**config.mk**
```make
export PLATFORM = sky130hd
export DESIGN_NAME = pwrup_rst_ctrl
export DESIGN_NICKNAME = d
export VERILOG_FILES = /design/src/rtl/pwrup_rst_pkg.sv /design/src/rtl/rst_sync2.sv /design/src/rtl/rst_pin_filter.sv /design/src/rtl/rst_pwrup_timer.sv /design/src/rtl/pwrup_rst_ctrl.sv
export SDC_FILE = /design/constraint.sdc
export NUM_CORES = 1
export LEC_CHECK = 0
export BUFFER_PORTS_ARGS = -buffer_cell sky130_fd_sc_hd__buf_4
export CORE_MARGIN = 3
export CORE_UTILIZATION = 59
export DETAILED_ROUTE_END_ITERATION = 8
export MAX_ROUTING_LAYER = met4
export PLACE_DENSITY = 0.81
export SYNTH_ARGS = -nofsm -noshare
export SYNTH_HDL_FRONTEND = slang
export SYNTH_SLANG_ARGS = --single-unit
```
**constraint.sdc**
```tcl
create_clock -name clk_slow -period 2.6 [get_ports clk_slow]
set_clock_uncertainty 0.05 [all_clocks]
set_input_delay 0.13 -clock clk_slow [delete_from_list [all_inputs] [get_ports clk_slow]]
set_output_delay 0.13 -clock clk_slow [all_outputs]
set_load 0.05 [all_outputs]
```
**src/rtl/pwrup_rst_pkg.sv**
```systemverilog
// Shared constants for the power-up reset sequencer: cause flag layout.
package pwrup_rst_pkg;
    localparam int CAUSE_W   = 4;
    localparam int CAUSE_POR = 0;
    localparam int CAUSE_BOR = 1;
    localparam int CAUSE_PIN = 2;
    localparam int CAUSE_WDT = 3;
endpackage

```
**src/rtl/rst_sync2.sv**
```systemverilog
// Two-flop synchronizer for a vector of independent asynchronous levels.
// Assumes each bit is a slow level; no bus coherency is implied.
// INIT gives each bit's value during synchronous reset.
module rst_sync2 #(
    parameter int           W    = 1,
    parameter logic [W-1:0] INIT = '0
) (
    input  logic         clk,
    input  logic         rst_n,
    input  logic [W-1:0] d_async,
    output logic [W-1:0] q_sync
);
    logic [W-1:0] stage1;

    // Capture then re-register every bit.
    always_ff @(posedge clk) begin
        if (!rst_n) begin
            stage1 <= INIT;
            q_sync <= INIT;
        end else begin
            stage1 <= d_async;
            q_sync <= stage1;
        end
    end
endmodule

```
**src/rtl/rst_pin_filter.sv**
```systemverilog
// Digital glitch filter for the synchronized reset pin.
// The output level changes only after TAPS consecutive samples at the
// opposite level. When pin_en is low the pin is ignored and reads high.
// Assumes pin_in is already synchronous to clk and TAPS >= 2.
module rst_pin_filter #(
    parameter int TAPS = 4
) (
    input  logic clk,
    input  logic rst_n,
    input  logic pin_en,
    input  logic pin_in,
    output logic lvl_o
);
    localparam int CW = $clog2(TAPS);

    logic [CW-1:0] run_len;

    // Count consecutive disagreeing samples; flip the level at TAPS.
    always_ff @(posedge clk) begin
        if (!rst_n || !pin_en) begin
            lvl_o   <= 1'b1;
            run_len <= '0;
        end else if (pin_in == lvl_o) begin
            run_len <= '0;
        end else if (run_len == CW'(TAPS - 1)) begin
            lvl_o   <= pin_in;
            run_len <= '0;
        end else begin
            run_len <= run_len + 1'b1;
        end
    end
endmodule

```
**src/rtl/rst_pwrup_timer.sv**
```systemverilog
// Power-up stretch timer. A start pulse, or the end of a brown-out hold,
// launches a TICKS-cycle run unless bypass is set. While the brown-out
// hold is active the timer is parked and a pending run is remembered.
// Assumes TICKS >= 2 and that start comes only from power events.
module rst_pwrup_timer #(
    parameter int TICKS = 2048
) (
    input  logic clk,
    input  logic rst_n,
    input  logic bypass,
    input  logic bor_hold,
    input  logic start,
    output logic run_o,
    output logic pend_o
);
    localparam int CW = $clog2(TICKS);

    logic [CW-1:0] ticks;

    // Park under brown-out, launch on a power event, count to TICKS.
    always_ff @(posedge clk) begin
        if (!rst_n) begin
            run_o  <= 1'b0;
            pend_o <= 1'b0;
            ticks  <= '0;
        end else if (bor_hold) begin
            run_o  <= 1'b0;
            pend_o <= 1'b1;
            ticks  <= '0;
        end else if (start || pend_o) begin
            run_o  <= !bypass;
            pend_o <= 1'b0;
            ticks  <= '0;
        end else if (run_o) begin
            if (bypass || ticks == CW'(TICKS - 1)) begin
                run_o <= 1'b0;
                ticks <= '0;
            end else begin
                ticks <= ticks + 1'b1;
            end
        end
    end
endmodule

```
**src/rtl/pwrup_rst_ctrl.sv**
```systemverilog
// Power-up reset sequencer top. Merges power-on, brown-out, filtered pin
// and watchdog requests into a registered active-high core reset. Power
// events are stretched by the power-up timer. Cause flags are kept sticky.
// Assumes all clocked logic runs on the slow oscillator and that rst_n
// is synchronous to it.
module pwrup_rst_ctrl
    import pwrup_rst_pkg::*;
#(
    parameter int TMR_TICKS = 2048,
    parameter int PIN_FILT  = 4
) (
    input  logic               clk_slow,
    input  logic               rst_n,
    input  logic               por_pulse,
    input  logic               por_rearm,
    input  logic               bor_low,
    input  logic               pin_n_raw,
    input  logic               wdt_req,
    input  logic               cfg_tmr_off,
    input  logic               cfg_pin_en,
    input  logic               flag_clr,
    output logic               core_rst,
    output logic               pullup_en,
    output logic [CAUSE_W-1:0] cause_flags
);
    localparam int NSYNC = 5;

    logic [NSYNC-1:0] raw_vec, syn_vec;
    logic por_s, bor_s, pin_s, rearm_s, wdt_s;
    logic por_prev, por_armed, por_evt;
    logic pin_lvl, pin_lo;
    logic tmr_run, tmr_pend;

    assign raw_vec = {wdt_req, por_rearm, pin_n_raw, bor_low, por_pulse};
    assign {wdt_s, rearm_s, pin_s, bor_s, por_s} = syn_vec;

    rst_sync2 #(.W(NSYNC), .INIT(5'b00100)) u_sync (
        .clk     (clk_slow),
        .rst_n   (rst_n),
        .d_async (raw_vec),
        .q_sync  (syn_vec)
    );

    rst_pin_filter #(.TAPS(PIN_FILT)) u_pin (
        .clk    (clk_slow),
        .rst_n  (rst_n),
        .pin_en (cfg_pin_en),
        .pin_in (pin_s),
        .lvl_o  (pin_lvl)
    );

    assign pin_lo    = !pin_lvl;
    assign pullup_en = !cfg_pin_en;
    assign por_evt   = por_s && !por_prev && por_armed;

    rst_pwrup_timer #(.TICKS(TMR_TICKS)) u_tmr (
        .clk      (clk_slow),
        .rst_n    (rst_n),
        .bypass   (cfg_tmr_off),
        .bor_hold (bor_s),
        .start    (por_evt),
        .run_o    (tmr_run),
        .pend_o   (tmr_pend)
    );

    // One-shot power-on detection with explicit rearm.
    always_ff @(posedge clk_slow) begin
        if (!rst_n) begin
            por_prev  <= 1'b0;
            por_armed <= 1'b1;
        end else begin
            por_prev <= por_s;
            if (rearm_s)      por_armed <= 1'b1;
            else if (por_evt) por_armed <= 1'b0;
        end
    end

    // Registered merge of every reset source.
    always_ff @(posedge clk_slow) begin
        if (!rst_n) core_rst <= 1'b1;
        else        core_rst <= bor_s || por_evt || tmr_pend || tmr_run
                                || pin_lo || wdt_s;
    end

    // Sticky cause flags; power-on wipes the others, events beat the clear.
    always_ff @(posedge clk_slow) begin
        if (!rst_n) begin
            cause_flags <= '0;
        end else if (por_evt) begin
            cause_flags            <= '0;
            cause_flags[CAUSE_POR] <= 1'b1;
        end else begin
            cause_flags <= flag_clr ? '0 : cause_flags;
            if (bor_s)  cause_flags[CAUSE_BOR] <= 1'b1;
            if (pin_lo) cause_flags[CAUSE_PIN] <= 1'b1;
            if (wdt_s)  cause_flags[CAUSE_WDT] <= 1'b1;
        end
    end
endmodule

```
Word-level counts from Yosys, hierarchy flattened
Index checks and enable logic that the tools add are counted.

operators by class
  add/sub/neg operators = 2
  bitwise gates (word level) = 2
  reduce and logical (&&, ||, !) cells = 25
  equal/unequal tests = 4
  multiplexer cells = 11

operators by type and width
  cell                                           number
  adder 11 x 1 -> 11 bit, second input constant  1
  equality test 11 bit, second input constant    1
  2-to-1 mux 11 bit                              1
  2-to-1 mux 1 bit                               9
  logical OR 1 bit                               8
  nonzero test 2 bit                             4
  OR reduction 2 bit                             3
  OR reduction 3 bit                             2
  zero test 1 bit                                5
  2-to-1 mux 4 bit                               1
  adder 2 x 1 -> 2 bit, second input constant    1
  equality test 2 bit, second input constant     1
  logical AND 1 bit                              2
  inequality test 2 bit, second input constant   1
  NOT 1 bit                                      2
  AND reduction 2 bit                            1
  equality test 1 bit                            1

word-level totals
  output and inout port bits = 6
  flip-flop bits (word level) = 33
  word-level logic and storage cells = 58
  input bits = 10

Longest topological paths before layout
Gate-level depths: netlist (run 1).

  depth after elaboration = 8
  gate-level depth with buffers = 6
  mapped depth without buffers = 5

Cells and area by module
From an unflattened synthesis (run 1), not the netlist that was laid out.

unflattened totals
  cells, all modules = 121
  area, all modules = 1270.0 µm²

by module, submodules not included
  module           area each (µm²)  cells each  sequential area each (µm²)  instances
  rst_pwrup_timer  624.3            65          260.2                       1
  rst_sync2        262.8            20          200.2                       1
  pwrup_rst_ctrl   261.5            26          140.1                       1
  rst_pin_filter   121.4            10          60.1                        1

Worst setup path after synthesis (run 1)
Ideal clock, no wire load.

  path kind = register -> register
  from = register u_tmr.ticks[0]
  to = register u_tmr.ticks[9]
  arrival time = 1.488 ns
  stages on the path, launching flop included = 7
  setup time = 0.086 ns
  path buffers = 1
  data required time = 2.464 ns
  setup slack = 0.976 ns
  period minus slack after synthesis = 1.624 ns
  cell sequence = dfxtp_1 > ha_1 > and3_2 > buf_2 > nand3_1 > o211ai_1 > a221oi_2

between the ends
  longest elaborated chain between the ends = 3
  elaborated cells between the ends (all ways) = 4
  those cells by class = add/sub (1); eq/ne (1); mux (1); reduce/logical (1)

RTL lines
  what                                                                            RTL line               source
  start, declared                                                                 rst_pwrup_timer.sv:18  logic [CW-1:0] ticks;
  start signal, assigned                                                          rst_pwrup_timer.sv:39  ticks <= ticks + 1'b1;
  parallel branches: the longest is 2 deep, another holds adder 11 x 1 -> 11 bit  n/a
  2-to-1 mux 11 bit (*)                                                           rst_pwrup_timer.sv:35  if (bypass || ticks == CW'(TICKS - 1)) begin

Mark *: on every way between the ends.
A chain may end at the register's enable or synchronous reset.

Final worst setup path (run 1)
Same ends and word-level chain as after synthesis.

==> results of run 1 <==
## final cells by class
type | count | area share
Clock buffer | 6 | 0.03254
Clock inverter | 2 | 0.02381
Inverter | 5 | 0.01190
Multi-Input combinational cell | 97 | 0.3817
Sequential cell | 33 | 0.4190
Tap cell | 27 | 0.02143
Timing Repair Buffer | 21 | 0.1095
## power groups by stage
stage	logic [mW]	registers, mW	clock network, mW
floorplan	0.0321	0.545	0
global placement	0.0632	0.535	0
detailed placement	0.0645	0.535	0
CTS	0.0722	0.524	0.409
global route	0.0778	0.525	0.432
finish	0.0719	0.524	0.403
## critical path, delay by kind of cell (launching register included)
kind / cells / cell delay [ps]
DFF: 1 / 390
AOI/OAI and AO/OA: 2 / 430
adders and majority gates: 1 / 280
and+or+nand+nor: 2 / 550
## worst paths after layout
check              startpoint          endpoint  slack [ps]
max            u_tmr.ticks[0]    u_tmr.ticks[9]         810
min                     rst_n  u_sync.q_sync[2]          20
max reg2reg    u_tmr.ticks[0]    u_tmr.ticks[9]         810
min reg2reg  u_sync.stage1[2]  u_sync.q_sync[2]         370
## registers in the layout (all words and copies together) (netlist names), 2 cells and up
name and flops:
u_tmr.ticks 11, u_sync.q_sync 5, u_sync.stage1 5, cause_flags 4, u_pin.run_len 2
## per-layer routing
| metal | vias up | GRT usage |
|---|---|---|
| li1 | 545 | - |
| met1 | 496 | 0.2382 |
| met2 | 20 | 0.3079 |
| met3 | 9 | 0.06761 |
| met4 | 0 | 0.1362 |
| met5 | - | - |
## through the flow
stage                     hold WS [ps]  instances    util
final                            15.15        191  0.7797
after global routing             11.93        191  0.7797
after CTS                        8.297        191  0.7797
after detailed placement         276.8        177  0.7061
after global placement           261.6        177  0.7061
after floorplan                  153.0        139       -
## cells in the mapped netlist, drive strengths merged
cell type,n
a21oi,12
a221oi,1
a22oi,1
a31oi,2
a32oi,1
a41oi,1
and2,11
and3,3
and3b,1
and4,2
buf,3
clkbuf,1
dfxtp,33
ha,2
inv,5
mux2i,1
nand2,11
nand2b,5
nand3,6
nand3b,2
nand4,2
nand4b,2
nor2,10
nor2b,1
nor3,1
nor4,1
nor4b,1
o2111ai,1
o211ai,1
o21ai,7
o21bai,1
or3,4
or4,2
xnor2,1
## kinds of logic after synthesis
group,after synthesis,synth area share
AOI/OAI and AO/OA,28,0.1310
xor gates and xnor gates,1,0.006693
adders and majority gates,2,0.01912
buffers and inverters,9,0.03537
DFF,33,0.5048
muxes,1,0.007648
and+or+nand+nor,65,0.2954
## what timing repair did
action,in CTS,in global routing
hold buffers,6,0
hold endpoints to repair,6,0
buffers inserted,0,0
==> results.toml, run 1 <==
[clock_network]
cts_tree = "yes"
cts_max_path_buffers = 2
cts_resized = 0
cts_sinks = 33
clkTransAtPathRegs_ps = 100
insertion_delay_ps = 340
htreeDepth = 2
cts_buffers = 5
clockRootBuffer = "clkbuf_4"

[floorplan]
core_mm2 = 0.002022
die_h_um = 53.10
rows = 16
die_width_um = 53.10
start_util = 0.6473
die-area_mm2 = 0.002820
io_pins = 16

[worst_setup_path]
cp_slowest_cell = "dfxtp_1"
crit_type = "flip-flop to flip-flop"
critPathLaunchType = "flip-flop"
worstRegToRegCells = 5
worstPathRequired_ps = 2810
slowest_delay_ps = 390
path_max_fanout = 8
crit_path_cell_trace = "ha_1 > and3_2 > nand3_1 > o211ai_1 > a221oi_2"
crit_arrival_ps = 1990
end_kind = "flip-flop"

[placement]
pre_cts_ws_ps = 881.4
portBuffers = 15
dp_hpwl_um = 1675
gp_congestion = 0.8446
dpl_cell_area_mm2 = 0.001428

[cells_and_area]
final_layout_size_suffix_gt1_frac = 0.1768
final_area_mm2 = 0.001577
nets = 175
layout_common_cells = "dfxtp_1, buf_4, a21oi_1, nand2_1"
fill_cells = 162
antenna_cells = 0
final_common_cell = "dfxtp_1"
seqCellArea_um2 = 660.6
multi_input_area_um2 = 601.8
syn_to_final_growth_pct = 20.46

[logic_synthesis]
avgSynthCellArea_um2 = 9.416
netlist_area_mm2 = 0.001309
synth_cells = 139
synth.distinct_cells = 41
ys_seq_area_frac = 0.5048
synth_top_area_share = 0.5048
synth_area_leaders = "dfxtp_1, and2_1, a21oi_1"
yosysWarnings = 0
synth_nets = 151
ys_seq_elements = 33
synth_top_area_cell = "dfxtp_1"

[detailed_routing]
wl_met1_um = 1167
wl_met2_um = 1144
vias_per_cell = 5.602
drcViolationCount = 0
wl_per_cell_um = 12.95
dr_total_vias = 1070
met3_length_um = 98
firstDrtPassIters = 4
dr.max_layer_used = "met4"
wirelength_um = 2473
detail-route-antenna-nets = 0
drt_iter0_drc = 20

[sta]
worstMarginPinSlew_ps = 467.0
min_period_over_period = 0.6869
slew_headroom = 0.6875
finalWorstSetupSlack_ps = 814.1
hold_viol = 0
drv_slew = 0
finalSetupViolCount = 0
fmax_mhz = 560.0
period_minus_slack_ps = 1786
setup-tns-final_ps = 0
rsz0062_at_grt = "false"

[global_route]
grtUsageTotal = 0.2073
grt_max_degree = 19
antenna_found_initial = 0
grt_pass1_vias = 936
grt_pass1_wl_um = 3974
grt_overflow_total = 0

[power]
cellInternalPower_mw = 0.7785
p_switching_mw = 0.2201
irDropWorstVdd_mv = 0.5039
comb_power_share = 0.072
p_leak_nw = 0.6177
power.density_mw_per_mm2 = 633.4
total_power_mw = 0.9986
swShare = 0.2204
clkPwrFrac = 0.404
pwr-share-seq = 0.524

[min_path]
min_path_type = "input pin to flip-flop"
hold_path_depth = 2

[job]
drv_cap = 0

[status]
status = "finished, final reports clean"
No activity file was read; power rests on OpenSTA's default activity.
==> run 2: changes to the inputs <==
CORE_UTILIZATION = 55   (was 59)
PLACE_DENSITY = 0.76   (was 0.81)
clock period = 1.8 ns   (was 2.6 ns; I/O delays follow)
==> run 2 against run 1 <==
Sequential share of layout area decreased by 0.32 points; final area increased by 0.95%; fmax increased by 9.0%; first-iteration DRC count decreased by 15%; flip-flop and latch count unchanged; register-to-register slack got worse by 650 ps; non-clock buffer count increased by 5; sequential power increased by 44%; total power increased by 26%; final cell count increased by 3.1%; combinational power increased by 54%; via count increased by 1.1%.
==> results.toml, run 2 (synthesis gave the netlist of run 1 again) <==
[power]
irDropWorstVdd_mv = 0.7905
total_power_mw = 1.260
p_switching_mw = 0.3135
swShare = 0.2487
clkPwrFrac = 0.312
comb_power_share = 0.088
power.density_mw_per_mm2 = 792.0
cellInternalPower_mw = 0.9470
p_leak_nw = 0.6250
pwr-share-seq = 0.600

[clock_network]
post-cts-setup-buffers = 0
clkTransAtPathRegs_ps = 100
cts_max_path_buffers = 2
cts_buffers = 5
cts_sinks = 33
htreeDepth = 2
cts_tree = "yes"
clockRootBuffer = "clkbuf_4"
insertion_delay_ps = 330

[floorplan]
die_width_um = 54.78
io_pins = 16
start_util = 0.5860
die_h_um = 54.78
rows = 17
core_mm2 = 0.002233
die-area_mm2 = 0.003001

[sta]
whs_ps = 26.97
slew_headroom = 0.7488
rsz0062_at_grt = "false"
hold_viol = 0
worstMarginPinSlew_ps = 373.9
finalSetupViolCount = 0
period_minus_slack_ps = 1638
fmax_mhz = 610.5
drv_slew = 0
min_period_over_period = 0.9100
setup-tns-final_ps = 0
finalWorstSetupSlack_ps = 162.0

[detailed_routing]
dr_total_vias = 1082
vias_per_cell = 5.492
wl_per_cell_um = 13.36
wirelength_um = 2632
drcViolationCount = 0
drt_iter0_drc = 17
detail-route-antenna-nets = 0
firstDrtPassIters = 4

[cells_and_area]
final_area_mm2 = 0.001592
reg.largest.list = "u_tmr.ticks: 11 flops, u_sync.q_sync: 5 flops, u_sync.stage1: 5 flops"
final_common_cell = "dfxtp_1"
largest_reg_flops = 11
final_layout_size_suffix_gt1_frac = 0.1893
largest_register = "u_tmr.ticks"
layout_common_cells = "dfxtp_1, buf_4, a21oi_1, nand2_1"
syn_to_final_growth_pct = 21.61
antenna_cells = 0
nets = 180
fill_cells = 174

[global_route]
antenna_found_initial = 0
grt_overflow_total = 0
grtUsageTotal = 0.2064
grt_pass1_vias = 1002
grt_max_degree = 19
grt_pass1_wl_um = 4119

[worst_setup_path]
crit_arrival_ps = 1860
critPathLaunchType = "flip-flop"
worstPathRequired_ps = 2020
worstRegToRegCells = 5
crit_type = "flip-flop to flip-flop"
slowest_delay_ps = 400
path_max_fanout = 6
crit_path_cell_trace = "ha_1 > and3_2 > nand2_1 > or4_1 > a21oi_1"
end_kind = "flip-flop"
timing.rr.start = "u_tmr.ticks[1]"
cp_slowest_cell = "or4_1"
regToRegEndpoint = "u_tmr.ticks[10]"
reg2reg_slack_ps = 160

[job]
drv_cap = 0

[min_path]
min_path_type = "input pin to flip-flop"
whs_endpoint = "cause_flags[2]"
hold_path_startpoint = "flag_clr"
hold_path_depth = 4

[placement]
dpl_cell_area_mm2 = 0.001444
pre_cts_ws_ps = 115.7
dp_hpwl_um = 1647
portBuffers = 15
gp_congestion = 0.8677

[status]
status = "finished, final reports clean"
## run 2: cell count changes in the layout (fill, tap and decap cells not counted), sizes merged
cell,delta
bufinv,-1
dlygate4sd3,+3
clkinv,+2
clkinvlp,-1
buf,+2
## run 2: cell type report
class / instances / area [um^2] / area share
repair buffers: 26 / 217.7 / 0.1368
clock buffers: 6 / 41.29 / 0.02594
inverters: 5 / 18.77 / 0.01179
flip-flops and latches: 33 / 661.9 / 0.4159
well taps: 28 / 35.03 / 0.02201
multi-input cells: 97 / 606.8 / 0.3813
clock inverters: 2 / 10.01 / 0.006289
## run 2: worst max path at each step
| stage | from | endpoint | slack (ps) | cells after the start |
|---|---|---|---|---|
| 6_report | u_tmr.ticks[1] | u_tmr.ticks[10] | 160 | 5 |
| 5_1_grt | u_tmr.ticks[1] | u_tmr.ticks[10] | 80 | 5 |
| 4_1_cts | u_tmr.ticks[1] | u_tmr.ticks[10] | 90 | 5 |
| 3_5_place_dp | u_tmr.ticks[1] | u_tmr.ticks[1] | 120 | 5 |
| 3_3_place_gp | u_tmr.ticks[1] | u_tmr.ticks[1] | 180 | 5 |
| 2_1_floorplan | u_tmr.ticks[0] | u_tmr.ticks[9] | 180 | 6 |
## run 2: power by group through the flow
stage | combinational, mW | sequential [mW] | clock (mW)
2_1_floorplan | 0.0463 | 0.787 | 0
6_report | 0.111 | 0.756 | 0.394
4_1_cts | 0.109 | 0.756 | 0.407
5_1_grt | 0.119 | 0.758 | 0.448
3_3_place_gp | 0.0932 | 0.772 | 0
3_5_place_dp | 0.0958 | 0.772 | 0
## run 2: metal layers
layer  global-route usage  vias up  wire [um]
li1                     -      553          -
met1               0.2103      507       1209
met2               0.3346       17       1277
met3              0.09264        5         95
met4              0.09959        0         50
met5                    -        -          0
## run 2: repair_timing
item | in CTS | in global routing
hold endpoints to repair | 10 | 0
hold buffers | 9 | 0
setup endpoints to repair | 0 | 3
gates resized for setup | 0 | 2
## run 2: worst max-delay path: cells and delay by family (launching register included)
kind / cells / cell delay, ps
and+or+nand+nor: 3 / 750
DFF: 1 / 390
adders and majority gates: 1 / 240
AOI/OAI and AO/OA: 1 / 140
## run 2: per-stage QoR
step                instances    util
floorplan                 139       -
global placement          180  0.6465
detailed placement        180  0.6465
CTS                       197  0.7098
global route              197  0.7126
finish                    197  0.7126
==> run 3: changes to the inputs <==
RECOVER_POWER = 100   (was not set)
==> run 3 against run 2 <==
Largest cell class unchanged; critical path type unchanged; final cell count did not move; final area decreased by 1.6%; register-to-register slack about the same; wire length is 1.1% lower; fmax up 0.41%; worst hold slack barely moved.
==> results.toml, run 3 (synthesis gave the netlist of run 1 again) <==
[detailed_routing]
dr_total_vias = 1074
wirelength_um = 2604
vias_per_cell = 5.452
detail-route-antenna-nets = 0
drcViolationCount = 0
drt_iter0_drc = 14
wl_per_cell_um = 13.22
firstDrtPassIters = 5

[sta]
setup-tns-final_ps = 0
fmax_mhz = 613.0
period_minus_slack_ps = 1631
min_period_over_period = 0.9063
rsz0062_at_grt = "false"
slew_headroom = 0.6076
drv_slew = 0
hold_viol = 0
finalSetupViolCount = 0
worstMarginPinSlew_ps = 591.1

[worst_setup_path]
crit_path_cell_trace = "ha_1 > and3_2 > nand2_1 > or4_1 > a21oi_1"
worstPathRequired_ps = 2020
crit_arrival_ps = 1850
end_kind = "flip-flop"
crit_type = "flip-flop to flip-flop"
path_buf_inv = 0
cp_slowest_cell = "or4_1"
path_delay_family = "simple AND/OR/NAND/NOR gates"
slowest_delay_ps = 400
path_max_fanout = 6
critPathLaunchType = "flip-flop"

[clock_network]
insertion_delay_ps = 330
cts_max_path_buffers = 2
cts_buffers = 5
clkTransAtPathRegs_ps = 100
post-cts-setup-buffers = 0
clockRootBuffer = "clkbuf_4"
htreeDepth = 2
cts_tree = "yes"
cts_sinks = 33

[power]
cellInternalPower_mw = 0.9417
comb_power_share = 0.083
pwr-share-seq = 0.600
p_leak_nw = 0.5965
clkPwrFrac = 0.316
swShare = 0.2517
p_switching_mw = 0.3167
irDropWorstVdd_mv = 0.7955
power.density_mw_per_mm2 = 803.3

[cells_and_area]
antenna_cells = 0
syn_to_final_growth_pct = 19.69
reg.largest.list = "u_tmr.ticks: 11 flops, u_sync.q_sync: 5 flops, u_sync.stage1: 5 flops"
final_layout_size_suffix_gt1_frac = 0.1479
largest_register = "u_tmr.ticks"
final_area_mm2 = 0.001567
largest_reg_flops = 11
nets = 180
layout_common_cells = "dfxtp_1, a21oi_1, nand2_1, buf_4, nor2_1"
utilization = 0.7014
final_common_cell = "dfxtp_1"

[placement]
gp_congestion = 0.8677
dpl_cell_area_mm2 = 0.001444
portBuffers = 15
dp_hpwl_um = 1647

[status]
status = "finished, final reports clean"

[global_route]
use_met1 = 0.2103
grtUsageTotal = 0.2064
grt_pass1_vias = 1002
busiest_layer = "met2"
grt_pass1_wl_um = 4119
grtUsageMet2 = 0.3346
grt_overflow_total = 0
grt_use_met3 = 0.09264
grt_max_degree = 19
antenna_found_initial = 0

[floorplan]
core_mm2 = 0.002233
die-area_mm2 = 0.003001
die_h_um = 54.78
die_width_um = 54.78
io_pins = 16
rows = 17
start_util = 0.5860

[job]
drv_cap = 0

[min_path]
min_path_type = "input pin to flip-flop"
[run 3: per-layer routing]
| metal | share of wire | vias up |
|---|---|---|
| met5 | 0 | - |
| met4 | 0.021 | 0 |
| met3 | 0.037 | 7 |
| met2 | 0.48 | 23 |
| met1 | 0.46 | 491 |
| li1 | - | 553 |
[run 3: cell type report]
cell class / count / area, um^2
clock inverter: 2 / 10.01
inverter: 5 / 18.77
multi-input combinational: 97 / 604.3
sequential: 33 / 661.9
timing repair buffer: 26 / 195.2
clock buffer: 6 / 41.29
tap: 28 / 35.03
fill: 185 / 666.9
[run 3: per-stage QoR]
stage               total power [mW]  setup WS (ps)  hold slack (ps)  std cells
detailed placement            0.8682          115.7            229.8        180
floorplan                     0.8334          175.8            113.0        139
finish                         1.258          168.6            27.01        197
global placement              0.8651          181.7            227.0        180
global route                   1.321          76.59            18.54        197
CTS                            1.273          94.86            5.648        197
[run 3: worst paths after layout]
check                   startpoint               to  slack, ps  depth (start not counted)
setup / recovery    u_tmr.ticks[1]  u_tmr.ticks[10]        170                          5
hold / removal            flag_clr   cause_flags[2]         30                          4
setup reg to reg    u_tmr.ticks[1]  u_tmr.ticks[10]        170                          5
hold reg to reg   u_sync.q_sync[3]        por_armed        360                          1
[run 3: power groups by stage]
stage	clock, mW	combinational (mW)	sequential (mW)
2_1_floorplan	0	0.0463	0.787
5_1_grt	0.448	0.114	0.758
3_3_place_gp	0	0.0932	0.772
3_5_place_dp	0	0.0958	0.772
4_1_cts	0.407	0.109	0.756
6_report	0.398	0.105	0.756
[run 3: what timing repair did]
item / 4_1_cts / 5_1_grt
hold endpoints to repair: 10 / 0
endpoints found under the setup margin: 0 / 3
resized for setup: 0 / 2
hold buffers: 9 / 0
[run 3: tightest hold or removal path, delay by kind of cell]
kind	cells	cell delay, ps
AOI/OAI and AO/OA	1	60
buffers and inverters	2	140
and+or+nand+nor	1	70
